==> src/rtl/rtc_pkg.sv <==
`timescale 1ns/1ps
package rtc_pkg;
  localparam int DW = 32;

  localparam logic [7:0] OFF_CTRL  = 8'h00;
  localparam logic [7:0] OFF_SECS  = 8'h04;
  localparam logic [7:0] OFF_ALARM = 8'h08;
  localparam logic [7:0] OFF_SCR   = 8'h34;
  localparam logic [7:0] OFF_KEY   = 8'h3C;

  localparam logic [DW-1:0] UNLOCK_WORD = 32'h0000_A55A;

  localparam int B_CNT_EN = 0;
  localparam int B_ALM_EN = 2;
  localparam int B_ALM_IE = 3;
  localparam int B_ALM_F  = 4;
  localparam int B_SEC_IE = 5;
  localparam int B_SEC_F  = 6;
  localparam int B_WRDY   = 7;
  localparam int B_ARMED  = 31;

  typedef struct packed {
    logic sec_f;
    logic sec_ie;
    logic alm_f;
    logic alm_ie;
    logic alm_en;
    logic cnt_en;
  } ctrl_t;
endpackage

==> src/rtl/rtc_prescaler.sv <==
`timescale 1ns/1ps
module rtc_prescaler #(
  parameter int TICKS_PER_SEC = 32768
) (
  input  logic clk,
  input  logic rst_n,
  input  logic run,
  input  logic tick_in,
  output logic sec_pulse
);
  localparam int CW = (TICKS_PER_SEC > 1) ? $clog2(TICKS_PER_SEC) : 1;
  localparam logic [CW-1:0] LAST = CW'(TICKS_PER_SEC - 1);

  logic [CW-1:0] cnt_q;

  always_ff @(posedge clk or negedge rst_n) begin
    if (!rst_n) begin
      cnt_q     <= '0;
      sec_pulse <= 1'b0;
    end else begin
      sec_pulse <= 1'b0;
      if (!run) begin
        cnt_q <= '0;
      end else if (tick_in) begin
        if (cnt_q == LAST) begin
          cnt_q     <= '0;
          sec_pulse <= 1'b1;
        end else begin
          cnt_q <= cnt_q + 1'b1;
        end
      end
    end
  end

  AST_IDLE_NO_PULSE: assert property (@(posedge clk) disable iff (!rst_n)
    !run |=> !sec_pulse) else $error("pulse while stopped");
endmodule

==> src/rtl/rtc_write_gate.sv <==
`timescale 1ns/1ps
module rtc_write_gate
  import rtc_pkg::*;
#(
  parameter int BUSY_CYC = 4
) (
  input  logic          clk,
  input  logic          rst_n,
  input  logic          key_we,
  input  logic [DW-1:0] key_wdata,
  input  logic          reg_we,
  output logic          wr_ok,
  output logic          wrdy,
  output logic          armed
);
  localparam int BW = $clog2(BUSY_CYC + 1);
  localparam logic [BW-1:0] BUSY_LOAD = BW'(BUSY_CYC);

  logic [BW-1:0] busy_q;

  assign wrdy  = (busy_q == '0);
  assign wr_ok = reg_we && armed && wrdy;

  always_ff @(posedge clk or negedge rst_n) begin
    if (!rst_n) begin
      busy_q <= '0;
      armed  <= 1'b0;
    end else begin
      if (wr_ok)
        busy_q <= BUSY_LOAD;
      else if (busy_q != '0)
        busy_q <= busy_q - 1'b1;

      if (wr_ok)
        armed <= 1'b0;
      else if (key_we)
        armed <= (key_wdata == UNLOCK_WORD);
    end
  end

  AST_BUSY_AFTER_WRITE: assert property (@(posedge clk) disable iff (!rst_n)
    wr_ok |=> !wrdy) else $error("write-ready stayed high");
  AST_KEY_SPENT: assert property (@(posedge clk) disable iff (!rst_n)
    wr_ok |=> !armed) else $error("key survived a write");
  AST_KEY_ARMS: assert property (@(posedge clk) disable iff (!rst_n)
    (key_we && key_wdata == UNLOCK_WORD) |=> armed) else $error("key not armed");
  AST_BLOCKED_KEEPS_KEY: assert property (@(posedge clk) disable iff (!rst_n)
    (reg_we && armed && !wrdy) |=> armed) else $error("blocked write used key");
endmodule

==> src/rtl/rtc_core.sv <==
`timescale 1ns/1ps
module rtc_core
  import rtc_pkg::*;
(
  input  logic          clk,
  input  logic          rst_n,
  input  logic          sec_pulse,
  input  logic          ctrl_we,
  input  logic          secs_we,
  input  logic          alarm_we,
  input  logic [DW-1:0] wdata,
  output logic [DW-1:0] secs_q,
  output logic [DW-1:0] alarm_q,
  output ctrl_t         ctrl_q,
  output logic          irq
);
  logic step;
  logic alarm_hit;
  logic sec_f_kept;
  logic alm_f_kept;

  assign step      = sec_pulse && ctrl_q.cnt_en && !secs_we;
  assign alarm_hit = ctrl_q.alm_en && (secs_q == alarm_q);
  assign sec_f_kept = ctrl_we ? (ctrl_q.sec_f & wdata[B_SEC_F]) : ctrl_q.sec_f;
  assign alm_f_kept = ctrl_we ? (ctrl_q.alm_f & wdata[B_ALM_F]) : ctrl_q.alm_f;

  always_ff @(posedge clk or negedge rst_n) begin
    if (!rst_n) begin
      secs_q  <= '0;
      alarm_q <= '0;
      ctrl_q  <= '0;
    end else begin
      if (secs_we)
        secs_q <= wdata;
      else if (step)
        secs_q <= secs_q + 1'b1;

      if (alarm_we)
        alarm_q <= wdata;

      ctrl_q.sec_f <= sec_f_kept | step;
      ctrl_q.alm_f <= alm_f_kept | alarm_hit;
      if (ctrl_we) begin
        ctrl_q.cnt_en <= wdata[B_CNT_EN];
        ctrl_q.alm_en <= wdata[B_ALM_EN];
        ctrl_q.alm_ie <= wdata[B_ALM_IE];
        ctrl_q.sec_ie <= wdata[B_SEC_IE];
      end
    end
  end

  assign irq = (ctrl_q.sec_f && ctrl_q.sec_ie) || (ctrl_q.alm_f && ctrl_q.alm_ie);

  AST_SEC_STEP: assert property (@(posedge clk) disable iff (!rst_n)
    (sec_pulse && ctrl_q.cnt_en && !secs_we) |=> secs_q == $past(secs_q) + 1'b1)
    else $error("counter missed a step");
  AST_SEC_HOLD: assert property (@(posedge clk) disable iff (!rst_n)
    (!sec_pulse && !secs_we) |=> $stable(secs_q)) else $error("counter drifted");
  AST_ALARM_CATCH: assert property (@(posedge clk) disable iff (!rst_n)
    (ctrl_q.alm_en && secs_q == alarm_q) |=> ctrl_q.alm_f) else $error("alarm missed");
  AST_FLAG_STICKY: assert property (@(posedge clk) disable iff (!rst_n)
    (ctrl_q.sec_f && !ctrl_we) |=> ctrl_q.sec_f) else $error("flag dropped");
endmodule

==> src/rtl/sec_rtc.sv <==
`timescale 1ns/1ps
module sec_rtc
  import rtc_pkg::*;
#(
  parameter int ADDR_W        = 8,
  parameter int TICKS_PER_SEC = 32768,
  parameter int BUSY_CYC      = 4
) (
  input  logic              clk,
  input  logic              rst_n,
  input  logic              tick_32k,
  input  logic              req_valid,
  output logic              req_ready,
  input  logic              req_write,
  input  logic [ADDR_W-1:0] req_addr,
  input  logic [DW-1:0]     req_wdata,
  output logic              rsp_valid,
  input  logic              rsp_ready,
  output logic [DW-1:0]     rsp_rdata,
  output logic              irq
);
  logic req_fire, wr_fire, rd_fire;
  logic hit_ctrl, hit_secs, hit_alarm, hit_scr, hit_key;
  logic key_we, reg_we, wr_ok, wrdy, armed;
  logic sec_pulse;
  logic [DW-1:0] secs_q, alarm_q, scr_q, rd_mux;
  ctrl_t ctrl_q;

  assign req_ready = !rsp_valid || rsp_ready;
  assign req_fire  = req_valid && req_ready;
  assign wr_fire   = req_fire && req_write;
  assign rd_fire   = req_fire && !req_write;

  assign hit_ctrl  = (req_addr == ADDR_W'(OFF_CTRL));
  assign hit_secs  = (req_addr == ADDR_W'(OFF_SECS));
  assign hit_alarm = (req_addr == ADDR_W'(OFF_ALARM));
  assign hit_scr   = (req_addr == ADDR_W'(OFF_SCR));
  assign hit_key   = (req_addr == ADDR_W'(OFF_KEY));

  assign key_we = wr_fire && hit_key;
  assign reg_we = wr_fire && (hit_ctrl || hit_secs || hit_alarm || hit_scr);

  rtc_prescaler #(.TICKS_PER_SEC(TICKS_PER_SEC)) u_presc (
    .clk       (clk),
    .rst_n     (rst_n),
    .run       (ctrl_q.cnt_en),
    .tick_in   (tick_32k),
    .sec_pulse (sec_pulse)
  );

  rtc_write_gate #(.BUSY_CYC(BUSY_CYC)) u_gate (
    .clk       (clk),
    .rst_n     (rst_n),
    .key_we    (key_we),
    .key_wdata (req_wdata),
    .reg_we    (reg_we),
    .wr_ok     (wr_ok),
    .wrdy      (wrdy),
    .armed     (armed)
  );

  rtc_core u_core (
    .clk       (clk),
    .rst_n     (rst_n),
    .sec_pulse (sec_pulse),
    .ctrl_we   (wr_ok && hit_ctrl),
    .secs_we   (wr_ok && hit_secs),
    .alarm_we  (wr_ok && hit_alarm),
    .wdata     (req_wdata),
    .secs_q    (secs_q),
    .alarm_q   (alarm_q),
    .ctrl_q    (ctrl_q),
    .irq       (irq)
  );

  always_ff @(posedge clk or negedge rst_n) begin
    if (!rst_n)
      scr_q <= '0;
    else if (wr_ok && hit_scr)
      scr_q <= req_wdata;
  end

  always_comb begin
    rd_mux = '0;
    if (hit_ctrl) begin
      rd_mux[B_WRDY]   = wrdy;
      rd_mux[B_SEC_F]  = ctrl_q.sec_f;
      rd_mux[B_SEC_IE] = ctrl_q.sec_ie;
      rd_mux[B_ALM_F]  = ctrl_q.alm_f;
      rd_mux[B_ALM_IE] = ctrl_q.alm_ie;
      rd_mux[B_ALM_EN] = ctrl_q.alm_en;
      rd_mux[B_CNT_EN] = ctrl_q.cnt_en;
    end else if (hit_secs) begin
      rd_mux = secs_q;
    end else if (hit_alarm) begin
      rd_mux = alarm_q;
    end else if (hit_scr) begin
      rd_mux = scr_q;
    end else if (hit_key) begin
      rd_mux[B_ARMED] = armed;
    end
  end

  always_ff @(posedge clk or negedge rst_n) begin
    if (!rst_n) begin
      rsp_valid <= 1'b0;
      rsp_rdata <= '0;
    end else if (rd_fire) begin
      rsp_valid <= 1'b1;
      rsp_rdata <= rd_mux;
    end else if (rsp_ready) begin
      rsp_valid <= 1'b0;
    end
  end

  AST_RSP_HOLD: assert property (@(posedge clk) disable iff (!rst_n)
    (rsp_valid && !rsp_ready) |=> (rsp_valid && $stable(rsp_rdata)))
    else $error("response changed while stalled");
  AST_NO_TAKE_WHEN_STALLED: assert property (@(posedge clk) disable iff (!rst_n)
    (rsp_valid && !rsp_ready) |-> !req_ready) else $error("request taken while stalled");
endmodule

==> config.mk <==
export PLATFORM = sky130hd
export DESIGN_NAME = sec_rtc
export DESIGN_NICKNAME = d
export VERILOG_FILES = /design/src/rtl/rtc_pkg.sv /design/src/rtl/rtc_prescaler.sv /design/src/rtl/rtc_write_gate.sv /design/src/rtl/rtc_core.sv /design/src/rtl/sec_rtc.sv
export SDC_FILE = /design/constraint.sdc
export NUM_CORES = 1
export LEC_CHECK = 0
export BUFFER_PORTS_ARGS = -buffer_cell sky130_fd_sc_hd__buf_4
export CAP_MARGIN = 10
export CORE_AREA = 8 8 121 123
export CTS_CLUSTER_SIZE = 16
export DETAILED_ROUTE_END_ITERATION = 10
export DIE_AREA = 0 0 129 131
export PLACE_DENSITY = 0.84
export SLEW_MARGIN = 15
export SYNTH_ARGS = -nofsm -noshare
export SYNTH_HDL_FRONTEND = slang
export SYNTH_SLANG_ARGS = --single-unit
==> constraint.sdc <==
create_clock -name clk -period 5.3 [get_ports clk]
set_input_delay 0.53 -clock clk [delete_from_list [all_inputs] [get_ports clk]]
set_output_delay 0.53 -clock clk [all_outputs]
set_load 0.05 [all_outputs]
Word-level counts from Yosys, hierarchy flattened
Index checks and enable logic that the tools add are counted.

Register bits after elaboration: 155. Bits of input ports: 46.

Multiplexer cells: 25. Equal/unequal tests: 8. Reductions and logical operators: 31. Bitwise gates (word level): 4. Add/sub/neg operators: 3.

Operator list (count): 2-to-1 mux 32 bit (4); 2-to-1 mux 15 bit (3); adder 32 x 1 -> 32 bit, second input constant (1); == test 32 x 16 -> 1 bit, second input constant (1); == test 32 bit (1); 2-to-1 mux 31 bit (1); 2-to-1 mux 24 bit (1); == test 8 x 6 -> 1 bit, second input constant (2); logical AND 1 bit (16); adder 15 x 1 -> 15 bit, second input constant (1); == test 15 bit, second input constant (1); 2-to-1 mux 1 bit (13); == test 8 x 3 -> 1 bit, second input constant (1); == test 8 x 4 -> 1 bit, second input constant (1); zero test 8 bit (1); nonzero test 2 bit (4); 2-to-1 mux 3 bit (2); 2-to-1 mux 6 bit (1); logical OR 1 bit (5); zero test 1 bit (3); zero test 3 bit (1); nonzero test 3 bit (1); subtractor 3 x 1 -> 3 bit, second input constant (1); AND 1 bit (2); other kinds (2) (3).

Depth between registers and ports, before layout
Gate-level depths: netlist of run 1.

Depth in word-level cells: 12. Mapped depth: 10. Gate-level depth less buffers: 8.

Cells and area by module
Synthesis of run 1 repeated with hierarchy kept, for this count alone.

Cell total of the unflattened synthesis: 789. Area, all modules: 8545.7 sq um.

Modules (own cells, without submodules): sec_rtc (cells each 326, instances 1, area each 3758.6 sq um); rtc_core (cells each 348, instances 1, area each 3647.2 sq um); rtc_prescaler (cells each 83, instances 1, area each 827.0 sq um); rtc_write_gate (cells each 32, instances 1, area each 312.8 sq um).

Worst setup path after synthesis of run 1
No wires, ideal clock.

Kind: register -> register. From: register rsp_valid. To: register u_core.alarm_q[0]. Stages on the path, launching flop included: 7. Slack: 2.952 ns. Library setup time: 0.125 ns. Arrival: 2.223 ns. Cells stage by stage: dfrtp_1 nand2b_1 nand3_1 nor2_2 nand4_4 buf_6 mux2_4.

Cells in the longest elaborated chain, start to end: 8.

RTL lines: start: declaration (RTL line sec_rtc.sv:17) `output logic rsp_valid,`; start signal: assignment (RTL line sec_rtc.sv:106) `rsp_valid <= 1'b0;`; start signal: assignment (RTL line sec_rtc.sv:109) `rsp_valid <= 1'b1;`; start signal: assignment (RTL line sec_rtc.sv:112) `rsp_valid <= 1'b0;`; zero test 1 bit (RTL line sec_rtc.sv:29) `assign req_ready = !rsp_valid || rsp_ready;`; logical OR 1 bit (RTL line sec_rtc.sv:29); net req_ready (RTL line sec_rtc.sv:13) `output logic req_ready,`; logical AND 1 bit (RTL line sec_rtc.sv:30) `assign req_fire = req_valid && req_ready;`; logical AND 1 bit (RTL line sec_rtc.sv:31) `assign wr_fire = req_fire && req_write;`; logical AND 1 bit (RTL line sec_rtc.sv:41) `assign reg_we = wr_fire && (hit_ctrl || hit_secs || hit_alarm || hit_scr);`; logical AND 1 bit (2 in series) (RTL line rtc_write_gate.sv:22) `assign wr_ok = reg_we && armed && wrdy;`; logical AND 1 bit (RTL line sec_rtc.sv:68) `.alarm_we (wr_ok && hit_alarm),`; end signal: assignment (RTL line rtc_core.sv:39) `alarm_q <= wdata;`; end: declaration (RTL line rtc_core.sv:13) `output logic [DW-1:0] alarm_q,`.

The timed path passes the listed nets, and every way through them passes these cells. A chain may end at the register's enable or synchronous reset.

Worst setup path in the final report of run 1
From: input port req_addr[4]. To: register u_core.alarm_q[1].

Cells in the longest elaborated chain, start to end: 8. Elaborated cells between the ends (all ways): 11. Classes of those cells: 3 x eq/ne; 8 x reduce/logical.

RTL lines: start: declaration (RTL line sec_rtc.sv:15) `input logic [ADDR_W-1:0] req_addr,`; == test 8 x 3 -> 1 bit / zero test 8 bit (equally long branches) (RTL line sec_rtc.sv:35, sec_rtc.sv:34); logical OR 1 bit (3 in series) (RTL line sec_rtc.sv:41); logical AND 1 bit (RTL line sec_rtc.sv:41); logical AND 1 bit (2 in series) (RTL line rtc_write_gate.sv:22); logical AND 1 bit (*) (RTL line sec_rtc.sv:68).

Mark *: on every way between the ends. The rest lies on a longest branch, timed or not.

==> results of run 1 <==
[worst paths after layout]
kind | end | slack (ps)
worst max-delay path | u_core.alarm_q[1] | 2190
worst min-delay path | rsp_rdata[26] | 190
worst max register to register | u_core.alarm_q[1] | 2260
worst min register to register | rsp_rdata[28] | 480
max in group asynchronous | rsp_rdata[9] | 3900
min in group clk | u_core.alarm_q[12] | 360
[per-stage QoR]
| stage | instances | cell area, µm² | util [%] | power, mW |
|---|---|---|---|---|
| floorplan | 770 | 7950 | - | 1.27 |
| global placement | 988 | 8570 | 66.5 | 1.35 |
| detailed placement | 988 | 8570 | 66.5 | 1.35 |
| CTS | 1019 | 9140 | 71.0 | 2.54 |
| global route | 1019 | 9140 | 71.0 | 2.60 |
| finish | 1019 | 9140 | 71.0 | 2.53 |
[state kept, by name, indices dropped and copies added (netlist names)]
name	count
u_core.ctrl_q	6
u_presc.cnt_q	15
u_gate.busy_q	3
rsp_valid	1
rsp_rdata	32
u_gate.armed	1
u_core.alarm_q	32
u_presc.sec_pulse	1
u_core.secs_q	32
scr_q	32
[cell usage after synthesis, types with 2 or more instances]
master      n
dfrtp_1   155
nor3_1     12
a21oi_1    68
and2_1      5
nand2_1    64
nor2_1     83
o21a_1      2
inv_1       8
nor4b_1     2
nand3_1    28
o21ai_0    36
buf_4       3
nor4_1      9
o22ai_1     6
a21boi_0    2
xnor2_1    35
or3_1       3
a22oi_1    33
a31oi_1     2
xor2_1     38
mux2_2     33
nand4_1    18
nand2b_1    2
buf_1       3
mux2_4     34
buf_6       8
ha_1        4
clkbuf_1   19
o221ai_1    2
o21ai_1     5
nor4bb_1    2
nand3b_1    5
and3_1      9
buf_2       8
nor2b_1     6
[routing by layer]
layer	up-vias	GRT usage [%]	wire (µm)	part of all wire, %
li1	2834	-	-	-
met2	254	41.2	9640	49
met5	-	0	0	0
met1	3047	29.2	8100	41
met3	51	6.01	1330	6.8
met4	0	11.0	533	2.7
[where the power goes]
| part | total [mW] | switching, mW | internal (mW) | leakage (nW) |
|---|---|---|---|---|
| sequential | 1.19 | 0.00287 | 1.19 | 1.99 |
| clock | 1.20 | 0.483 | 0.713 | 0.278 |
| combinational | 0.142 | 0.0972 | 0.0446 | 1.75 |
| total | 2.53 | 0.583 | 1.95 | 4.02 |
[kinds of logic (layout without fill, tap and decap cells)]
group	Yosys count	in the layout	synth area share [%]
xor+xnor	73	73	8.04
compound gates	159	159	11.5
fa+ha+maj	4	4	0.629
simple gates	260	260	16.3
buf+inv	50	123	3.40
mux	69	69	11.4
flops	155	155	48.8
[area by class of cell]
class | instances | area, µm²
fillers | 924 | 3730
clock inverters | 11 | 120
flip-flops and latches | 155 | 3880
clock buffers | 20 | 457
repair buffers | 84 | 634
well taps | 176 | 220
inverters | 8 | 30.0
multi-input cells | 565 | 3800
[cells in the final DEF (no fill, tap or decap), types with 3 or more instances in the layout]
cell,instances
nor2_1,83
nor2b_1,6
nand3b_1,5
nor3_1,12
o22ai_1,6
clkinv_2,4
nand4_1,18
and3_1,9
dfrtp_1,155
o21ai_0,36
mux2_2,33
mux2_4,34
or3_1,3
a21oi_1,68
clkbuf_16,17
nor4_1,9
clkinvlp_4,3
nand3_1,28
a22oi_1,33
and2_1,5
inv_1,8
o21ai_1,5
nand2_1,64
ha_1,4
buf_4,83
xor2_1,38
xnor2_1,35
==> metrics.txt, run 1 <==
Peak Freq=0.322 GHz; part of the Yosys area used for sequential elements=48.8%; # nets final=881; Yosys warning total=0; Max Slew Vio Count=0; per-cell routed wire length=19.2 µm; Crit path max-delay family=simple AND/OR/NAND/NOR gates; post-place setup slack=1790 ps; Die Area=0.0169 mm²; critical path's slowest cell=or4_1; CTS sink count=155; synthesis-to-finish area growth=15.0%; Clock Skew=7.10 ps; Die X=129 µm; Initial Util=61.8%; Synth cell types=53; GP Congestion=0.891; Syn Inst Count=770; ranking of synthesized cells by area=dfrtp_1, mux2_4, mux2_2; Root Buffer=clkbuf_16; Antenna Violating Nets Remaining=0; share of cells above drive strength 1=22.7%; TritonCTS Buffers=17; vias in the first global route=6,413; worst r2r src=u_gate.busy_q[0]; WP data arrival=3410 ps; Synth Register Bits=155; worst hold-check path type=in2async; first-pass GRT wire length=32,000 µm; Hold Slack=193 ps; initial antenna violation count=0; CTS max path bufs=2; final setup fails=0; diode count=0; peak supply drop=223 µV; H-Tree Depth=4; Worst-Skew Late Latency=430 ps; DRT Wirelength=19,600 µm; Post-DP HPWL=13,300 µm; cts hold-fix bufs=0; number of max-cap violations=0; setup ws final=2190 ps; buffers and inverters on the worst path=1; max incr delay on CP=1030 ps; Post-synth top flop=dfrtp_1; CP endpoint kind=flop; Final Hold Vio Count=0; DRT Pass-1 Iters=5; Pwr Density=277 mW/mm²; CTS tree=done; Vias per Instance=6.07; setup TNS=0 ps; grt total ovfl=0; Crit Path Category=in2reg; crit-path cells=buf_4 > or4_1 > nor2_8 > nand4_4 > mux2_4; Startpoint Class=input port; run status=complete, no violations; LEAKAGE=4.02 nW; CP startpoint=req_addr[4]; Post-synth EDFFs=0; Mapped Nets=820; # rows=42; Register-to-Register Path Depth=7; largest net degree at the start of global routing=103; Die Height=131 µm; Async S/R FF share, synth=100%; Slew @ Worst Pin=1130 ps; First DRT Iteration DRCs=785; final worst path period share=58.6%; slew margin rel.=24.9%; RSZ-0062 raised after global routing=false; Vias=6,186; Cell Area, Synth=0.00795 mm²; Worst path depth=5; post-CTS setup buffers=0; syn_area_per_cell=10.3 µm²; post-CTS sizing=0; area leader, netlist=dfrtp_1; Tmin final=3110 ps; io pins=81; PortBufs=80; Clock transition at path regs=60 ps; CP max FO=32; DRC=0; Synth top area share=48.8%; Tot GR Track Use=24.4%; Core Area=0.0129 mm²; CP required=5610 ps
No activity file was read; power rests on OpenSTA's default activity.
==> run 2: changes to the inputs <==
--- a/config.mk
+++ b/config.mk
@@ -7,11 +7,11 @@
 export LEC_CHECK = 0
 export BUFFER_PORTS_ARGS = -buffer_cell sky130_fd_sc_hd__buf_4
 export CAP_MARGIN = 10
-export CORE_AREA = 8 8 121 123
+export CORE_AREA = 8 8 131 133
 export CTS_CLUSTER_SIZE = 16
 export DETAILED_ROUTE_END_ITERATION = 10
-export DIE_AREA = 0 0 129 131
-export PLACE_DENSITY = 0.84
+export DIE_AREA = 0 0 139 141
+export PLACE_DENSITY = 0.76
 export SLEW_MARGIN = 15
 export SYNTH_ARGS = -nofsm -noshare
 export SYNTH_HDL_FRONTEND = slang
==> constraint.sdc (replaced) <==
create_clock -name clk -period 2.75 [get_ports clk]
set_input_delay 0.275 -clock clk [delete_from_list [all_inputs] [get_ports clk]]
set_output_delay 0.275 -clock clk [all_outputs]
set_load 0.05 [all_outputs]
==> metrics.txt, run 2 (same netlist as run 1, synthesis figures left out) <==
H-Tree Depth=4 (unchanged); CP max FO=32 (unchanged); post-CTS setup buffers=0 (unchanged); RSZ-0062 raised after global routing=false (unchanged); Initial Util=53.1% (was 61.8%); Core Area=0.0150 mm² (was 0.0129 mm²); # nets final=894 (was 881); CTS sink count=155 (unchanged); Pwr Total=4.93 mW (was 2.53 mW); GP Congestion=0.853 (was 0.891); Die X=139 µm (was 129 µm); # fillers=1,203 (was 924); Clock transition at path regs=60 ps (about the same); First DRT Iteration DRCs=629 (was 785); DRT Pass-1 Iters=4 (was 5); post-route cell area=0.00929 mm² (was 0.00914 mm²); Tot GR Track Use=21.0% (was 24.4%); largest net degree at the start of global routing=69 (was 103); Root Buffer=clkbuf_16 (unchanged); Worst-Skew Late Latency=430 ps (about the same); Die Height=141 µm (was 131 µm); io pins=81 (unchanged); CTS max path bufs=2 (unchanged); initial antenna violation count=0 (unchanged); DRC=0 (unchanged); final worst path period share=79.2%; setup slack, reg-to-reg=570 ps (was 2260 ps); final setup fails=0 (unchanged); Die Area=0.0196 mm² (was 0.0169 mm²); Clock Skew=5.76 ps (was 7.10 ps); vias in the first global route=6,148 (was 6,413); CTS tree=done (unchanged); WP data arrival=2490 ps (was 3410 ps); Post-DP HPWL=13,600 µm (was 13,300 µm); worst hold-check path type=in2reg (was in2async); commonest non-fill, non-tap cells in the layout=dfrtp_1, buf_4, nor2_1 (was dfrtp_1, nor2_1, buf_4); Crit Path Category=reg2reg (was in2reg); diode count=0 (unchanged); number of max-cap violations=0 (unchanged); LEAKAGE=4.10 nW (was 4.02 nW); CP required=3060 ps (was 5610 ps); # rows=45 (was 42); peak supply drop=422 µV (was 223 µV); grt total ovfl=0 (unchanged); Final Hold Vio Count=0 (unchanged); run status=complete, no violations (unchanged); Vias per Instance=5.90 (was 6.07); CP endpoint kind=flop (unchanged); Peak Freq=0.459 GHz; Vias=6,161 (was 6,186); PortBufs=80 (unchanged); area of placed instances=0.00868 mm² (was 0.00857 mm²); DRT Wirelength=20,100 µm (was 19,600 µm); per-cell routed wire length=19.2 µm (about the same); Tmin final=2180 ps; first-pass GRT wire length=32,900 µm (was 32,000 µm); Max Slew Vio Count=0 (unchanged); setup TNS=0 ps (unchanged); TritonCTS Buffers=17 (unchanged); Pwr Density=531 mW/mm² (was 277 mW/mm²); Slew @ Worst Pin=665 ps (was 1130 ps); Startpoint Class=flop (was input port); Antenna Violating Nets Remaining=0 (unchanged); most common cell after layout, fill and taps aside=dfrtp_1 (unchanged); synthesis-to-finish area growth=16.8% (was 15.0%); slew margin rel.=55.6% (was 24.9%); share of cells above drive strength 1=23.9% (was 22.7%)
## run 2: cell types whose count changed in the layout (fill, tap and decap cells not counted)
| cell | delta |
|---|---|
| buf_12 | +1 |
| buf_4 | +11 |
| clkbuf_1 | -1 |
| clkbuf_8 | +2 |
| clkinv_2 | +1 |
| clkinv_4 | -1 |
| dlygate4sd3_1 | +1 |
## run 2: routing by layer
layer,global-route usage (%),vias to the layer above,routed length (µm)
li1,-,2861,-
met4,6.99,0,344
met5,0,-,0
met3,4.49,28,1140
met1,27.3,3076,9060
met2,34.1,196,9530
## run 2: path summary, 6_finish.rpt
kind,start,to,cells past startpoint
worst max register to register,u_gate.busy_q[0],u_core.alarm_q[20],8
worst min-delay path,req_wdata[8],u_core.alarm_q[8],2
min in group asynchronous,rst_n,u_core.secs_q[30],2
worst min register to register,rsp_rdata[26],rsp_rdata[26],2
max in group asynchronous,rst_n,rsp_rdata[10],3
worst max-delay path,u_gate.busy_q[0],u_core.alarm_q[20],8
## run 2: critical path, cell delays in order, from the launching register on
cell and delay (ps):
dfrtp_1 390, inv_1 80, ha_1 180, nor2b_1 180
nand2_1 80, nor2_2 300, nand4_4 120, buf_4 350
mux2_4 370
## run 2: what timing repair did
action / in CTS / in global routing
gates resized for setup: 0 / 0
endpoints found under the hold margin: 65 / 0
hold buffers: 1 / 0
## run 2: report_power, final
part	switching (mW)	total [mW]	internal (mW)
registers	0.00535	2.30	2.29
logic	0.195	0.288	0.0935
clock network	0.924	2.35	1.43
## run 2: cell type report
cell class                      count  area [µm²]  area share (%)
Sequential cell                   155        3880            41.7
Timing Repair Buffer               97         747            8.04
Tap cell                          188         235            2.53
Clock buffer                       21         480            5.17
Multi-Input combinational cell    565        3800            40.9
Clock inverter                     11         116            1.25
Inverter                            8        30.0           0.323
## run 2: metrics by stage
stage / hold WS [ps] / util (%) / std cells / worst slack (ps)
4_1_cts: 95.5 / 62.0 / 1045 / 564
3_5_place_dp: 334 / 58.0 / 1012 / 507
2_1_floorplan: -20.6 / - / 770 / 402
5_1_grt: 108 / 62.0 / 1045 / 437
6_report: 107 / 62.0 / 1045 / 572
3_3_place_gp: 327 / 58.0 / 1012 / 536
==> run 3: changes to the inputs <==
--- a/config.mk
+++ b/config.mk
@@ -7,11 +7,11 @@
 export LEC_CHECK = 0
 export BUFFER_PORTS_ARGS = -buffer_cell sky130_fd_sc_hd__buf_4
 export CAP_MARGIN = 10
-export CORE_AREA = 8 8 131 133
+export CORE_AREA = 8 8 126 128
 export CTS_CLUSTER_SIZE = 16
 export DETAILED_ROUTE_END_ITERATION = 10
-export DIE_AREA = 0 0 139 141
-export PLACE_DENSITY = 0.76
+export DIE_AREA = 0 0 134 136
+export PLACE_DENSITY = 0.78
 export SLEW_MARGIN = 15
 export SYNTH_ARGS = -nofsm -noshare
 export SYNTH_HDL_FRONTEND = slang
==> constraint.sdc (replaced) <==
create_clock -name clk -period 2.2 [get_ports clk]
set_input_delay 0.22 -clock clk [delete_from_list [all_inputs] [get_ports clk]]
set_output_delay 0.22 -clock clk [all_outputs]
set_load 0.05 [all_outputs]
==> metrics.txt, run 3 (same netlist as run 1, synthesis figures left out) <==
setup TNS=0 ps (unchanged); Antenna Violating Nets Remaining=0 (unchanged); hold endpoint=u_core.alarm_q[12] (was u_core.alarm_q[8]); Pwr Density=664 mW/mm² (was 531 mW/mm²); Post-DP HPWL=13,800 µm (was 13,600 µm); Clock Skew=8.64 ps (was 5.76 ps); largest net degree at the start of global routing=98 (was 69); diode count=0 (unchanged); Worst-Skew Late Latency=430 ps (about the same); Hold Startpoint=req_wdata[12] (was req_wdata[8]); Die Height=136 µm (was 141 µm); WP data arrival=2380 ps (was 2490 ps); post-place setup slack=65.5 ps (was 507 ps); number of max-cap violations=0 (unchanged); # nets final=905 (was 894); grt total ovfl=0 (unchanged); worst hold-check path type=in2reg (unchanged); peak supply drop=504 µV (was 422 µV); Tmin final=2070 ps (was 2180 ps); Tot GR Track Use=22.9% (was 21.0%); share of cells above drive strength 1=25.0% (was 23.9%); DRC=0 (unchanged); CP endpoint kind=flop (unchanged); CP max FO=32 (unchanged); worst r2r src=u_gate.busy_q[0] (unchanged); CTS sink count=155 (unchanged); Die X=134 µm (was 139 µm); slew margin rel.=37.8% (was 55.6%); final setup fails=0 (unchanged); Startpoint Class=flop (unchanged); worst hold stages=2 (unchanged); Critical R2R Capture=scr_q[4] (was u_core.alarm_q[20]); setup slack, reg-to-reg=130 ps (was 570 ps); final core area utilization=67.1% (was 62.0%); area of placed instances=0.00879 mm² (was 0.00868 mm²); run status=complete, no violations (unchanged); DRT Wirelength=20,000 µm (was 20,100 µm); Core Area=0.0140 mm² (was 0.0150 mm²); commonest non-fill, non-tap cells in the layout=dfrtp_1, buf_4, nor2_1 (unchanged); Crit path max-delay family=simple AND/OR/NAND/NOR gates (unchanged); setup ws final=130 ps (was 572 ps); io pins=81 (unchanged); Register-to-Register Path Depth=7 (was 8); Crit Path Category=reg2reg (unchanged); CP required=2510 ps (was 3060 ps); GP Congestion=0.905 (was 0.853); post-route cell area=0.00942 mm² (was 0.00929 mm²); crit-path cells=inv_1 > ha_1 > nor2b_1 > nand2_1 > nor2_4 > nand2_4 > mux2_1 (was inv_1 > ha_1 > nor2b_1 > nand2_1 > nor2_2 > nand4_4 > buf_4 > mux2_4); Initial Util=56.6% (was 53.1%); critical path's slowest cell=mux2_1 (was dfrtp_1); Slew @ Worst Pin=933 ps (was 665 ps); initial antenna violation count=0 (unchanged); Max Slew Vio Count=0 (unchanged); TritonCTS Buffers=17 (unchanged); synthesis-to-finish area growth=18.5% (was 16.8%); DRT Pass-1 Iters=5 (was 4); CTS max path bufs=2 (unchanged); most common cell after layout, fill and taps aside=dfrtp_1 (unchanged); PortBufs=80 (unchanged); Vias per Instance=5.91 (was 5.90); First DRT Iteration DRCs=411 (was 629); per-cell routed wire length=19.0 µm (was 19.2 µm); CTS tree=done (unchanged); Vias=6,218 (was 6,161); H-Tree Depth=4 (unchanged); Clock transition at path regs=60 ps (about the same); vias in the first global route=6,574 (was 6,148); LEAKAGE=4.15 nW (was 4.10 nW); max incr delay on CP=430 ps (was 390 ps); Final Hold Vio Count=0 (unchanged); post-CTS setup buffers=0 (unchanged); first-pass GRT wire length=33,300 µm (was 32,900 µm); # fillers=1,075 (was 1,203); # rows=44 (was 45); Peak Freq=0.483 GHz (was 0.459 GHz); buffers and inverters on the worst path=1 (was 2); Die Area=0.0182 mm² (was 0.0196 mm²); Root Buffer=clkbuf_16 (unchanged); final worst path period share=94.1% (was 79.2%); RSZ-0062 raised after global routing=false (unchanged)
==> run 3: cell types whose count changed in the layout (fill, tap and decap cells not counted), moves of 2 or more <==
cell / change
buf_4: +8
clkinv_2: -4
clkbuf_8: -3
buf_12: +2
clkinv_4: +2
clkinvlp_4: +2
==> run 3: power breakdown <==
part | switching [mW] | internal, mW | total, mW
sequential | 0.00738 | 2.86 | 2.87
clock | 1.20 | 1.82 | 3.02
combinational | 0.241 | 0.120 | 0.361
==> run 3: final cells by class <==
type                            count  area (µm²)  share of cell area, %
Sequential cell                   155        3880                   41.2
Multi-Input combinational cell    565        3820                   40.5
Timing Repair Buffer              108         858                   9.11
Clock buffer                       19         443                   4.70
Tap cell                          184         230                   2.44
Clock inverter                     13         168                   1.78
Inverter                            8        30.0                  0.319
==> run 3: what timing repair did <==
item,4_1_cts,5_1_grt
hold buffers,1,0
endpoints found under the hold margin,155,0
resized for setup,0,4
setup endpoints to repair,0,63
==> run 3: how the worst max path moves through the flow <==
| stage | start | to | slack (ps) | depth (start not counted) |
|---|---|---|---|---|
| final | u_gate.busy_q[0] | scr_q[4] | 130 | 7 |
| after global placement | req_addr[4] | u_gate.busy_q[0] | 170 | 7 |
| after CTS | u_gate.busy_q[0] | u_core.ctrl_q[1] | 50 | 8 |
| after global routing | u_gate.busy_q[0] | scr_q[4] | 20 | 7 |
| after detailed placement | u_gate.busy_q[0] | u_core.ctrl_q[1] | 70 | 8 |
| after floorplan | rsp_valid | u_core.alarm_q[0] | 70 | 6 |
==> run 3: per-stage QoR <==
| stage | total power [mW] | hold WS [ps] | std cells |
|---|---|---|---|
| 3_5_place_dp | 3.28 | 230 | 1019 |
| 6_report | 6.26 | 53.1 | 1052 |
| 5_1_grt | 6.44 | 47.5 | 1052 |
| 3_3_place_gp | 3.27 | 226 | 1019 |
| 4_1_cts | 6.29 | 44.0 | 1052 |
| 2_1_floorplan | 3.06 | -75.6 | 770 |
==> run 3: metal layers <==
layer  vias up  global-route usage [%]  part of all wire (%)
li1       2878                       -                     -
met1      3106                    28.1                    44
met2       194                    38.4                    49
met3        40                    5.17                   4.9
met4         0                    9.61                   2.1
met5         -                       0                     0
